==> config.mk <==
export PLATFORM = sky130hd
export DESIGN_NAME = i2cs_status_ctrl
export DESIGN_NICKNAME = d
export VERILOG_FILES = /design/src/rtl/i2cs_pkg.sv /design/src/rtl/i2cs_mode_fsm.sv /design/src/rtl/i2cs_flag_regs.sv /design/src/rtl/i2cs_pend_ctrl.sv /design/src/rtl/i2cs_status_ctrl.sv
export SDC_FILE = /design/constraint.sdc
export NUM_CORES = 1
export LEC_CHECK = 0
export ABC_AREA = 0
export BUFFER_PORTS_ARGS = -buffer_cell sky130_fd_sc_hd__clkbuf_2
export CAP_MARGIN = 20
export CORE_AREA = 4 4 41 43
export DETAILED_ROUTE_END_ITERATION = 12
export DIE_AREA = 0 0 45 47
export PLACE_DENSITY = 0.68
export SLEW_MARGIN = 5
export SYNTH_ARGS = -nofsm -noshare
export SYNTH_HDL_FRONTEND = slang
export SYNTH_SLANG_ARGS = --single-unit
export TNS_END_PERCENT = 50
==> constraint.sdc <==
create_clock -name clk -period 1.6 [get_ports clk]
set_input_delay 0 -clock clk [delete_from_list [all_inputs] [get_ports clk]]
set_output_delay 0 -clock clk [all_outputs]
set_load 0.03 [all_outputs]
==> src/rtl/i2cs_pkg.sv <==
`timescale 1ns/1ps
package i2cs_pkg;

    localparam int unsigned STAT_W = 8;

    // Bit positions of the status word
    localparam int unsigned B_LAST = 0;
    localparam int unsigned B_ADDR = 1;
    localparam int unsigned B_WAIT = 2;
    localparam int unsigned B_LOST = 3;
    localparam int unsigned B_RDY  = 4;
    localparam int unsigned B_BUSY = 5;
    localparam int unsigned B_DIR  = 6;
    localparam int unsigned B_MSTR = 7;

    localparam logic [STAT_W-1:0] STAT_RST = STAT_W'(1) << B_RDY;

    typedef enum logic [1:0] {
        MD_SLAVE  = 2'd0,
        MD_MASTER = 2'd1,
        MD_DROP   = 2'd2
    } mode_e;

endpackage

==> src/rtl/i2cs_mode_fsm.sv <==
`timescale 1ns/1ps
module i2cs_mode_fsm
    import i2cs_pkg::*;
(
    input  logic  clk,
    input  logic  rst_n,
    input  logic  arb_loss,
    input  logic  byte_done,
    input  logic  sw_load,
    input  logic  sw_master,
    output mode_e mode_q,
    output logic  master,
    output logic  drop_wait
);

    mode_e mode_d;

    // State register
    always_ff @(posedge clk or negedge rst_n) begin
        if (!rst_n) mode_q <= MD_SLAVE;
        else        mode_q <= mode_d;
    end

    // Next-state logic: bus events take precedence over software
    always_comb begin
        mode_d = mode_q;
        unique case (mode_q)
            MD_SLAVE: begin
                if (sw_load && sw_master) mode_d = MD_MASTER;
            end
            MD_MASTER: begin
                if (arb_loss)                   mode_d = byte_done ? MD_SLAVE : MD_DROP;
                else if (sw_load && !sw_master) mode_d = MD_SLAVE;
            end
            MD_DROP: begin
                if (byte_done) mode_d = MD_SLAVE;
            end
            default: mode_d = MD_SLAVE;
        endcase
    end

    // Output decode
    always_comb begin
        master    = (mode_q != MD_SLAVE);
        drop_wait = (mode_q == MD_DROP);
    end

    a_r4_enter_drop: assert property (@(posedge clk) disable iff (!rst_n)
        (mode_q == MD_MASTER && arb_loss && !byte_done) |=> (mode_q == MD_DROP));

    a_r4_leave_drop: assert property (@(posedge clk) disable iff (!rst_n)
        (mode_q == MD_DROP && byte_done) |=> (mode_q == MD_SLAVE));

    a_r10_drop_holds: assert property (@(posedge clk) disable iff (!rst_n)
        (mode_q == MD_DROP && !byte_done) |=> (mode_q == MD_DROP));

endmodule

==> src/rtl/i2cs_flag_regs.sv <==
`timescale 1ns/1ps
module i2cs_flag_regs (
    input  logic clk,
    input  logic rst_n,
    input  logic en,
    input  logic master,
    input  logic bit_edge,
    input  logic ack_edge,
    input  logic sda_smp,
    input  logic addr_rx,
    input  logic arb_loss,
    input  logic start_det,
    input  logic stop_det,
    input  logic dat_wr,
    input  logic st_wr,
    input  logic blocked,
    input  logic sw_dir,
    input  logic busy_ld,
    input  logic sw_busy,
    output logic last_q,
    output logic addr_q,
    output logic lost_q,
    output logic busy_q,
    output logic dir_q
);

    logic last_d, addr_d, lost_d, busy_d, dir_d;
    logic lost_ev, dir_clr;

    always_comb begin
        lost_ev = arb_loss && master;
        dir_clr = lost_ev || stop_det || blocked ||
                  (start_det && !master) ||
                  (ack_edge && sda_smp && !master);

        last_d = last_q;
        if (bit_edge || ack_edge) last_d = sda_smp;
        else if (dat_wr)          last_d = 1'b0;

        addr_d = addr_q;
        if (addr_rx)     addr_d = 1'b1;
        else if (dat_wr) addr_d = 1'b0;

        lost_d = lost_q;
        if (lost_ev)     lost_d = 1'b1;
        else if (dat_wr) lost_d = 1'b0;

        dir_d = dir_q;
        if (dir_clr)    dir_d = 1'b0;
        else if (st_wr) dir_d = sw_dir;

        busy_d = busy_q;
        if (!en)           busy_d = 1'b0;
        else if (start_det) busy_d = 1'b1;
        else if (stop_det)  busy_d = 1'b0;
        else if (busy_ld)   busy_d = sw_busy;
    end

    always_ff @(posedge clk or negedge rst_n) begin
        if (!rst_n) begin
            last_q <= 1'b0;
            addr_q <= 1'b0;
            lost_q <= 1'b0;
            busy_q <= 1'b0;
            dir_q  <= 1'b0;
        end else begin
            last_q <= last_d;
            addr_q <= addr_d;
            lost_q <= lost_d;
            busy_q <= busy_d;
            dir_q  <= dir_d;
        end
    end

    a_r2_capture: assert property (@(posedge clk) disable iff (!rst_n)
        (bit_edge || ack_edge) |=> (last_q == $past(sda_smp)));

    a_r3_addr_set: assert property (@(posedge clk) disable iff (!rst_n)
        addr_rx |=> addr_q);

    a_r9_stop_dir: assert property (@(posedge clk) disable iff (!rst_n)
        stop_det |=> !dir_q);

    a_r7_off_idle: assert property (@(posedge clk) disable iff (!rst_n)
        !en |=> !busy_q);

    a_r7_start_busy: assert property (@(posedge clk) disable iff (!rst_n)
        (en && start_det) |=> busy_q);

endmodule

==> src/rtl/i2cs_pend_ctrl.sv <==
`timescale 1ns/1ps
module i2cs_pend_ctrl (
    input  logic clk,
    input  logic rst_n,
    input  logic en,
    input  logic byte_done,
    input  logic addr_rx,
    input  logic dat_wr,
    input  logic st_wr,
    input  logic sw_rdy,
    output logic rdy_q,
    output logic irq,
    output logic scl_hold
);

    logic rdy_d;

    always_comb begin
        rdy_d = rdy_q;
        if (!en)                       rdy_d = 1'b1;
        else if (byte_done || addr_rx) rdy_d = 1'b0;
        else if (dat_wr)               rdy_d = 1'b1;
        else if (st_wr)                rdy_d = sw_rdy;
    end

    always_ff @(posedge clk or negedge rst_n) begin
        if (!rst_n) begin
            rdy_q <= 1'b1;
            irq   <= 1'b0;
        end else begin
            rdy_q <= rdy_d;
            irq   <= rdy_q && !rdy_d;
        end
    end

    always_comb scl_hold = !rdy_q;

    a_r5_irq_on_fall: assert property (@(posedge clk) disable iff (!rst_n)
        $fell(rdy_q) |-> irq);

    a_r5_irq_only_fall: assert property (@(posedge clk) disable iff (!rst_n)
        irq |-> !rdy_q);

    a_r6_off_ready: assert property (@(posedge clk) disable iff (!rst_n)
        !en |=> rdy_q);

endmodule

==> src/rtl/i2cs_status_ctrl.sv <==
`timescale 1ns/1ps
module i2cs_status_ctrl
    import i2cs_pkg::*;
(
    input  logic              clk,
    input  logic              rst_n,
    input  logic              en,
    input  logic              bit_edge,
    input  logic              ack_edge,
    input  logic              sda_smp,
    input  logic              byte_done,
    input  logic              addr_rx,
    input  logic              arb_loss,
    input  logic              start_det,
    input  logic              stop_det,
    input  logic              dat_wr,
    input  logic              st_wr,
    input  logic [STAT_W-1:0] st_wdata,
    output logic [STAT_W-1:0] status,
    output logic              irq,
    output logic              scl_hold
);

    logic  start_try, blocked, sw_load, busy_ld;
    logic  master, drop_wait;
    logic  last_q, addr_q, lost_q, busy_q, dir_q, rdy_q;
    mode_e mode_q;
    logic  unused_low;

    assign unused_low = ^{st_wdata[B_LOST:B_LAST], mode_q};

    always_comb begin
        start_try = st_wr && st_wdata[B_MSTR] && st_wdata[B_DIR] && st_wdata[B_BUSY];
        blocked   = start_try && busy_q;
        sw_load   = st_wr && !blocked;
        busy_ld   = sw_load && st_wdata[B_MSTR] && st_wdata[B_DIR];
    end

    i2cs_mode_fsm u_mode (
        .clk       (clk),
        .rst_n     (rst_n),
        .arb_loss  (arb_loss),
        .byte_done (byte_done),
        .sw_load   (sw_load),
        .sw_master (st_wdata[B_MSTR]),
        .mode_q    (mode_q),
        .master    (master),
        .drop_wait (drop_wait)
    );

    i2cs_flag_regs u_flags (
        .clk       (clk),
        .rst_n     (rst_n),
        .en        (en),
        .master    (master),
        .bit_edge  (bit_edge),
        .ack_edge  (ack_edge),
        .sda_smp   (sda_smp),
        .addr_rx   (addr_rx),
        .arb_loss  (arb_loss),
        .start_det (start_det),
        .stop_det  (stop_det),
        .dat_wr    (dat_wr),
        .st_wr     (st_wr),
        .blocked   (blocked),
        .sw_dir    (st_wdata[B_DIR]),
        .busy_ld   (busy_ld),
        .sw_busy   (st_wdata[B_BUSY]),
        .last_q    (last_q),
        .addr_q    (addr_q),
        .lost_q    (lost_q),
        .busy_q    (busy_q),
        .dir_q     (dir_q)
    );

    i2cs_pend_ctrl u_pend (
        .clk       (clk),
        .rst_n     (rst_n),
        .en        (en),
        .byte_done (byte_done),
        .addr_rx   (addr_rx),
        .dat_wr    (dat_wr),
        .st_wr     (st_wr),
        .sw_rdy    (st_wdata[B_RDY]),
        .rdy_q     (rdy_q),
        .irq       (irq),
        .scl_hold  (scl_hold)
    );

    always_comb begin
        status         = '0;
        status[B_LAST] = last_q;
        status[B_ADDR] = addr_q;
        status[B_WAIT] = drop_wait;
        status[B_LOST] = lost_q;
        status[B_RDY]  = rdy_q;
        status[B_BUSY] = busy_q;
        status[B_DIR]  = dir_q;
        status[B_MSTR] = master;
    end

    a_r8_blocked_start: assert property (@(posedge clk) disable iff (!rst_n)
        (blocked && en && !stop_det) |=> (status[B_BUSY] && !status[B_DIR]));

    a_r8_blocked_keeps_master: assert property (@(posedge clk) disable iff (!rst_n)
        (blocked && !arb_loss && !byte_done) |=> (status[B_MSTR] == $past(status[B_MSTR])));

endmodule

After elaboration in Yosys (flattened, before gate mapping)
Cells that the tools add are included.

Memory bits (read-only): 0. Input port bits: 21. Memories: 0. Register bits: 9. Logic and storage cells: 65. RAM bits: 0. Latch bits: 0.

Bitwise logic cells: 0. Magnitude comparators: 0. Equality and inequality tests: 6. Shift operators: 0. Muxes and demuxes: 20. Reduce and logical (&&, ||, !) cells: 31. Add/sub/neg operators: 0. Div/mod/pow operators: 0. Multiply operators: 0.

Operators by type and width (number): 1-bit 2-to-1 mux (14); 1-bit logical AND (13); 2-bit 2-to-1 mux (5); 2-bit nonzero test (5); 1-bit logical OR (6); 2-bit case mux with 3 select lines (1); 1-bit logical NOT (5); 2-bit inequality test, second input constant (2); 4-bit by 1-bit inequality test with 1-bit output, second input constant (1); 3-bit by 2-bit inequality test with 1-bit output, second input constant (1); 3-bit AND reduction (1); 2-bit by 1-bit == test with 1-bit output, second input constant (1); 2-bit == test, second input constant (1); 2-bit logical NOT (1).

Logic depth before layout (Yosys ltp)
Gate-level depths: netlist of the first run.

Depth after elaboration: 12. Gate-level depth with buffers: 3. Gate-level depth less buffers: 3.

Hierarchy
Synthesis of the first run repeated with hierarchy kept, for this count alone.

Cells, all modules: 51. Area total of the unflattened synthesis: 516.7 µm².

Modules (own cells, without submodules): i2cs_flag_regs (cells an instance 19, times used 1, area an instance 227.7 µm²); i2cs_pend_ctrl (cells an instance 9, times used 1, area an instance 102.6 µm²); i2cs_mode_fsm (cells an instance 9, times used 1, area an instance 97.6 µm²); i2cs_status_ctrl (cells an instance 14, times used 1, area an instance 88.8 µm²).

Worst setup path before layout of the first run
OpenSTA, ideal clock, no wires.

Kind: reg2reg. From: register u_pend.rdy_q. To: register u_pend.irq. Cell stages (with the launch flop): 4. Data required time: 1.474 ns. Arrival: 1.172 ns. Path slack: 0.302 ns. Cells stage by stage: dfstp_2 inv_1 o211a_1 o311a_1.

Word-level cells in the longest chain between the ends: 6.

RTL lines: start, declared (RTL line i2cs_pend_ctrl.sv:11) `output logic rdy_q,`; start signal, assigned (RTL line i2cs_pend_ctrl.sv:31) `rdy_q <= rdy_d;`; 1-bit 2-to-1 mux (RTL line i2cs_pend_ctrl.sv:23) `else if (st_wr) rdy_d = sw_rdy;`; 1-bit 2-to-1 mux (RTL line i2cs_pend_ctrl.sv:22) `else if (dat_wr) rdy_d = 1'b1;`; 1-bit 2-to-1 mux (RTL line i2cs_pend_ctrl.sv:21) `else if (byte_done || addr_rx) rdy_d = 1'b0;`; 1-bit 2-to-1 mux (RTL line i2cs_pend_ctrl.sv:20) `if (!en) rdy_d = 1'b1;`; 1-bit logical NOT (RTL line i2cs_pend_ctrl.sv:32) `irq <= rdy_q && !rdy_d;`; 1-bit logical AND * (RTL line i2cs_pend_ctrl.sv:32); end signal, assigned (RTL line i2cs_pend_ctrl.sv:32); end, declared (RTL line i2cs_pend_ctrl.sv:12) `output logic irq,`.

Every way passes the cells marked *; elsewhere a longest branch is shown, timed or not. A chain may end at the register's enable or synchronous reset.

Worst setup path after layout of the first run
From: input bit_edge. To: register u_flags.last_q.

Word-level cells in the longest chain between the ends: 2.

RTL lines: start, declared (RTL line i2cs_status_ctrl.sv:8) `input logic bit_edge,`; 1-bit logical OR * (RTL line i2cs_flag_regs.sv:37) `if (bit_edge || ack_edge) last_d = sda_smp;`; 1-bit 2-to-1 mux / 2-bit nonzero test (equally long branches); end signal, assigned (RTL line i2cs_flag_regs.sv:67) `last_q <= last_d;`; end, declared (RTL line i2cs_flag_regs.sv:20) `output logic last_q,`.

Marks and branches as above.

==> load_flow_metrics.sql, run 1 <==
INSERT INTO impl_metrics (metric_group, metric, value, unit) VALUES
('run_status', 'run_status', 'finished clean', ''),
('cts', 'ctsRootBufferMaster', 'clkbuf_4', ''),
('detailed_routing', 'antenna_left', '0', ''),
('cts', 'clock_tree.htree_level_count', '1', ''),
('cts', 'tritoncts.num_buffers', '3', ''),
('pwr', 'total_power', '0.602', 'mW'),
('yosys', 'syn-mean-instance-area', '10.2', 'µm²'),
('timing', 'post-route-period-util', '82.7', '%'),
('cts', 'clock_latency', '260', 'ps'),
('yosys', 'synthesis.nets', '70', ''),
('yosys', 'synth-edff-count', '0', ''),
('critical_path', 'critical_path_arrival', '1520', 'ps'),
('pwr', 'relative_contribution_of_the_clock_network_to_total_power', '28.4', '%'),
('placed_design', 'globalplace.congestion', '0.757', ''),
('pwr', 'power_leakage', '0.369', 'nW'),
('critical_path', 'cp-start-kind', 'primary input', ''),
('cts', 'cts.reportedPaths.clkPinSlew', '60', 'ps'),
('yosys', 'synthArstFlopShare', '100', '%'),
('yosys', 'yosys.area.top_type_share', '40.2', '%'),
('critical_path', 'crit_path_cell_trace', 'dlygate4sd3_1 > clkbuf_2 > o41ai_1 > dlygate4sd3_1', ''),
('pwr', 'switching_share', '30.8', '%'),
('detailed_routing', 'average_vias_per_placed_instance', '4.73', ''),
('die', 'die_y', '47', 'µm'),
('die', 'floorplan.initialDensity', '38.3', '%'),
('pwr', 'power.switching', '0.186', 'mW'),
('detailed_routing', 'initial_drc_count', '7', ''),
('cts', 'tritoncts', 'built', ''),
('detailed_routing', 'residual_drc_count', '0', ''),
('yosys', 'post-synth-top-area-cell', 'dfrtp_1', ''),
('detailed_routing', 'detailroute.via_count', '449', ''),
('timing', 'final-setup-viol-count', '0', ''),
('timing', 'fin_skew', '2.71', 'ps'),
('cells_and_area', 'core_util_final', '54.0', '%'),
('timing', 'fin_worst_hold_slack', '52.0', 'ps'),
('cells_and_area', 'mostFrequentLayoutCell', 'clkbuf_2', ''),
('timing', 'fin_crit', '1320', 'ps'),
('critical_path', 'max_stage_delay', '580', 'ps'),
('timing', 'finalHoldViolCount', '0', ''),
('critical_path', 'required', '1800', 'ps'),
('detailed_routing', 'drt_first_pass_iters', '4', ''),
('grt', 'track_usage', '13.7', '%'),
('grt', 'grt_first_pass_wirelength', '1990', 'µm'),
('cells_and_area', 'layout_common_cells', 'clkbuf_2 (26), dlygate4sd3_1 (9), dfrtp_1 (8)', ''),
('critical_path', 'path_max_fanout', '2', ''),
('critical_path', 'slowest_stage', 'dlygate4sd3_1', ''),
('critical_path', 'path_class', 'in -> reg', ''),
('cells_and_area', 'insertedDiodeCount', '0', ''),
('die', 'placement_rows', '13', ''),
('timing', 'tns', '0', 'ps'),
('grt', 'met1_use_gr', '15.6', '%'),
('timing', 'setup_repair_after_global_routing_missed_its_margin', 'no', ''),
('cells_and_area', 'total_number_of_nets_in_the_final_design', '102', ''),
('timing', 'timing.slew.headroom', '82.2', '%'),
('grt', 'gr-usage-met2', '22.0', '%'),
('detailed_routing', 'postRouteWirelength', '1130', 'µm'),
('yosys', 'synth_sequential_area_ratio', '45.5', '%'),
('timing', 'slew_viol_final', '0', ''),
('pwr', 'comb_power_share', '28.2', '%'),
('timing', 'max_clock_freq', '755', 'MHz'),
('die', 'die_footprint', '2120', 'µm²'),
('placed_design', 'total_of_buffers_placed_on_input_and_output_ports', '26', ''),
('placed_design', 'dpl.hpwl', '919', 'µm'),
('cells_and_area', 'layout-area-overhead-vs-synth', '41.2', '%'),
('pwr', 'proportion_of_power_drawn_by_flip_flops_and_latches', '43.4', '%'),
('yosys', 'synth_cell_types', '24', ''),
('grt', 'groute.layer.met3.usage', '5.36', '%'),
('min_path', 'min-delay-path-class', 'in -> reg', ''),
('grt', 'grt-ovfl-total', '0', ''),
('grt', 'initial_antenna_violation_count', '0', ''),
('yosys', 'ys_top_cells_by_area', 'dfrtp_1 (40%), buf_4 (12%), dfstp_2 (5.3%)', ''),
('timing', 'worst-slew-pin-transition', '264', 'ps');
[critical path: cells and delay by family]
family,cells,cell delay (ps)
AO/OA/AOI/OAI,1,290
buffers and inverters,3,1230
[Yosys cell counts (all sizes together) (2+ instances only)]
library cell and n:
buf 8, dfrtp 8, inv 3, nand2 3, nor2 3, a21oi 2
a31oi 2, and2b 2, nand3 2, nor2b 2
[routing by layer]
| layer | up-vias | part of all wire (%) |
|---|---|---|
| li1 | 233 | - |
| met1 | 199 | 42 |
| met2 | 15 | 50 |
| met3 | 2 | 6.3 |
| met4 | 0 | 2.4 |
| met5 | - | 0 |
[power by group through the flow]
stage          logic (mW)  registers (mW)  clock network (mW)
2_1_floorplan       0.116           0.265                   0
3_3_place_gp        0.153           0.264                   0
3_5_place_dp        0.154           0.266                   0
4_1_cts             0.172           0.262               0.185
5_1_grt             0.187           0.264               0.200
6_report            0.170           0.261               0.171
[final timing paths]
check                               start               end  slack [ps]  cells past startpoint
max                              bit_edge    u_flags.last_q         280                      4
min                           st_wdata[5]    u_flags.busy_q          50                      3
max reg2reg                u_flags.last_q    u_flags.last_q         350                      3
min reg2reg                u_flags.addr_q    u_flags.addr_q         480                      1
max in group asynchronous           rst_n      u_pend.rdy_q        1220                      2
min in group asynchronous           rst_n  u_mode.mode_q[0]         120                      2
[cell type report]
type / count / area, µm²
sequential: 9 / 226
tap: 15 / 18.8
fill: 135 / 598
multi-input combinational: 29 / 200
timing repair buffer: 35 / 220
inverter: 3 / 11.3
clock buffer: 4 / 26.3
[per-stage QoR]
stage | instance area, µm² | cells
after floorplan | 498 | 49
after global placement | 587 | 82
after detailed placement | 587 | 82
after CTS | 703 | 95
after global routing | 703 | 95
final | 703 | 95
[what timing repair did]
item | 4_1_cts | 5_1_grt
endpoints found under the hold margin | 15 | 0
hold buffers | 9 | 0
setup endpoints to repair | 0 | 0
gates resized for setup | 0 | 0
setup buffers | 0 | 0
[sequential cells by signal (all words and copies together), names as in the netlist]
| name | cells |
|---|---|
| u_mode.mode_q | 2 |
| u_flags.last_q | 1 |
| u_flags.lost_q | 1 |
| u_pend.irq | 1 |
| u_pend.rdy_q | 1 |
| u_flags.dir_q | 1 |
| u_flags.busy_q | 1 |
| u_flags.addr_q | 1 |
[logic make-up (layout without fill, tap and decap cells)]
family / after synthesis / after routing / share of synthesized area [%]
buf+inv: 11 / 42 / 14.3
flops: 9 / 9 / 45.5
mux: 1 / 1 / 2.01
compound gates: 13 / 13 / 21.1
simple gates: 15 / 15 / 17.1
No activity file was read; power rests on OpenSTA's default activity.
==> run 2: changes to the inputs <==
Clock period 1.6 ns to 1.25 ns, I/O delays scaled along.
==> load_flow_metrics.sql, run 2 (synthesis gave the netlist of run 1 again) <==
INSERT INTO impl_metrics (metric_group, metric, value, unit) VALUES
('timing', 'timing.slew.headroom', '80.5', '%'),
('cells_and_area', 'multi_input_area', '200', 'µm²'),
('cells_and_area', 'layout_common_cells', 'clkbuf_2 (26), dlygate4sd3_1 (9), dfrtp_1 (8)', ''),
('pwr', 'power_leakage', '0.374', 'nW'),
('cts', 'ctsRootBufferMaster', 'clkbuf_4', ''),
('cells_and_area', 'core_util_final', '54.6', '%'),
('die', 'coreArea', '1300', 'µm²'),
('timing', 'setup_repair_after_global_routing_missed_its_margin', 'no', ''),
('job', 'cap_violations', '0', ''),
('timing', 'final-setup-viol-count', '0', ''),
('detailed_routing', 'postRouteWirelength', '1210', 'µm'),
('placed_design', 'placed_cells', '82', ''),
('cells_and_area', 'total_number_of_nets_in_the_final_design', '103', ''),
('cts', 'tritoncts.num_buffers', '3', ''),
('die', 'die_x', '45', 'µm'),
('grt', 'track_usage', '14.6', '%'),
('detailed_routing', 'average_vias_per_placed_instance', '4.93', ''),
('detailed_routing', 'residual_drc_count', '0', ''),
('critical_path', 'path_class', 'reg -> reg', ''),
('die', 'placement_rows', '13', ''),
('placed_design', 'total_of_buffers_placed_on_input_and_output_ports', '26', ''),
('detailed_routing', 'antenna_left', '0', ''),
('cells_and_area', 'insertedDiodeCount', '0', ''),
('cells_and_area', 'final-seq-area', '226', 'µm²'),
('grt', 'vias_in_the_first_global_route', '493', ''),
('critical_path', 'worst_setup_path_end_kind', 'flop', ''),
('cells_and_area', 'layout-area-overhead-vs-synth', '42.7', '%'),
('critical_path', 'critical_path_arrival', '1350', 'ps'),
('cts', 'numClockSinks', '9', ''),
('detailed_routing', 'drt_first_pass_iters', '2', ''),
('timing', 'tns', '0', 'ps'),
('detailed_routing', 'detailroute.via_count', '473', ''),
('timing', 'post-route-period-util', '96.7', '%'),
('grt', 'grt_first_pass_wirelength', '2130', 'µm'),
('cts', 'post_cts_resize_count', '0', ''),
('die', 'floorplan.initialDensity', '38.3', '%'),
('timing', 'fin_crit', '1210', 'ps'),
('cells_and_area', 'largest_reg_flops', '2', ''),
('grt', 'initial_antenna_violation_count', '0', ''),
('timing', 'worst-slew-pin-transition', '289', 'ps'),
('critical_path', 'required', '1390', 'ps'),
('timing', 'finalHoldViolCount', '1', ''),
('cells_and_area', 'post_layout_nonfiller_instances', '96', ''),
('critical_path', 'slowest_stage', 'dfstp_2', ''),
('cells_and_area', 'postLayoutCellArea', '711', 'µm²'),
('detailed_routing', 'wire_per_inst', '12.6', 'µm'),
('grt', 'grt-ovfl-total', '0', ''),
('critical_path', 'cp-start-kind', 'flop', ''),
('critical_path', 'crit_path_cell_trace', 'inv_1 > o211a_1 > o311a_1', ''),
('cells_and_area', 'mostFrequentLayoutCell', 'clkbuf_2', ''),
('die', 'ioPinCount', '31', ''),
('critical_path', 'path_max_fanout', '3', ''),
('critical_path', 'max_stage_delay', '540', 'ps'),
('timing', 'fin_worst_hold_slack', '-0.770', 'ps'),
('cts', 'tritoncts', 'built', ''),
('cts', 'clock_tree.htree_level_count', '1', ''),
('timing', 'fin_skew', '0.442', 'ps'),
('die', 'die_y', '47', 'µm'),
('run_status', 'run_status', 'finished with violations', ''),
('placed_design', 'detailed_place.area', '587', 'µm²'),
('timing', 'max_clock_freq', '827', 'MHz'),
('cts', 'cts.reportedPaths.clkPinSlew', '60', 'ps'),
('run_status', 'violations', 'hold timing', ''),
('die', 'die_footprint', '2120', 'µm²'),
('cts', 'max-clock-path-buffers', '2', ''),
('grt', 'grt_start_max_net_pins', '10', ''),
('detailed_routing', 'initial_drc_count', '6', ''),
('cells_and_area', 'post_route_cells_drive_above_1_share', '44.4', '%'),
('cells_and_area', 'fill_cells', '137', ''),
('placed_design', 'globalplace.congestion', '0.798', ''),
('pwr', 'cellPowerDensity', '1100', 'nW/µm²'),
('pwr', 'ir_worst_vdd', '612', 'µV'),
('timing', 'slew_viol_final', '0', ''),
('cells_and_area', 'largest_register', 'u_mode.mode_q', ''),
('min_path', 'min-delay-path-class', 'in -> reg', ''),
('cts', 'clock_latency', '260', 'ps');
run 2: cell count changes in the layout (fill, tap and decap cells not counted):
cell and delta:
buf_4 +1
run 2: worst paths after layout:
path	startpoint	slack, ps	to	cells past startpoint
worst max-delay path	u_pend.rdy_q	40	u_pend.irq	3
max in group asynchronous	rst_n	870	u_pend.rdy_q	2
worst min-delay path	start_det	-0.8	u_flags.busy_q	3
min in group asynchronous	rst_n	130	u_pend.irq	2
worst min register to register	u_mode.mode_q[1]	480	u_mode.mode_q[0]	1
worst max register to register	u_pend.rdy_q	40	u_pend.irq	3
run 2: layout make-up:
cell class	count	area share (%)
Timing Repair Buffer	36	32.0
Sequential cell	9	31.9
Multi-Input combinational cell	29	28.2
Clock buffer	4	3.70
Tap cell	15	2.64
Inverter	3	1.58
run 2: worst max-delay path, delay by kind of cell (launching register included):
family | cells | cell delay (ps)
buffers and inverters | 1 | 50
flip-flops | 1 | 540
AO/OA/AOI/OAI | 2 | 500
run 2: power breakdown:
part	internal [mW]	switching, mW
clock network	0.123	0.102
registers	0.317	0.0166
logic	0.0953	0.127
run 2: timing repair:
| action | 4_1_cts | 5_1_grt |
|---|---|---|
| setup endpoints to repair | 0 | 1 |
| setup buffers | 0 | 1 |
| hold buffers | 9 | 0 |
| hold endpoints to repair | 14 | 0 |
run 2: stage by stage:
step | setup slack [ps] | power (mW)
floorplan | -47.8 | 0.488
global placement | 75.8 | 0.534
detailed placement | 49.9 | 0.538
CTS | 41.0 | 0.789
global route | 1.83 | 0.829
finish | 40.7 | 0.781
run 2: metal layers:
| layer | track usage (%) | vias to the layer above | wire length [µm] |
|---|---|---|---|
| met2 | 23.4 | 15 | 641 |
| li1 | - | 236 | - |
| met5 | 0 | - | 0 |
| met4 | 8.19 | 0 | 10 |
| met1 | 15.0 | 220 | 458 |
| met3 | 8.43 | 2 | 95 |
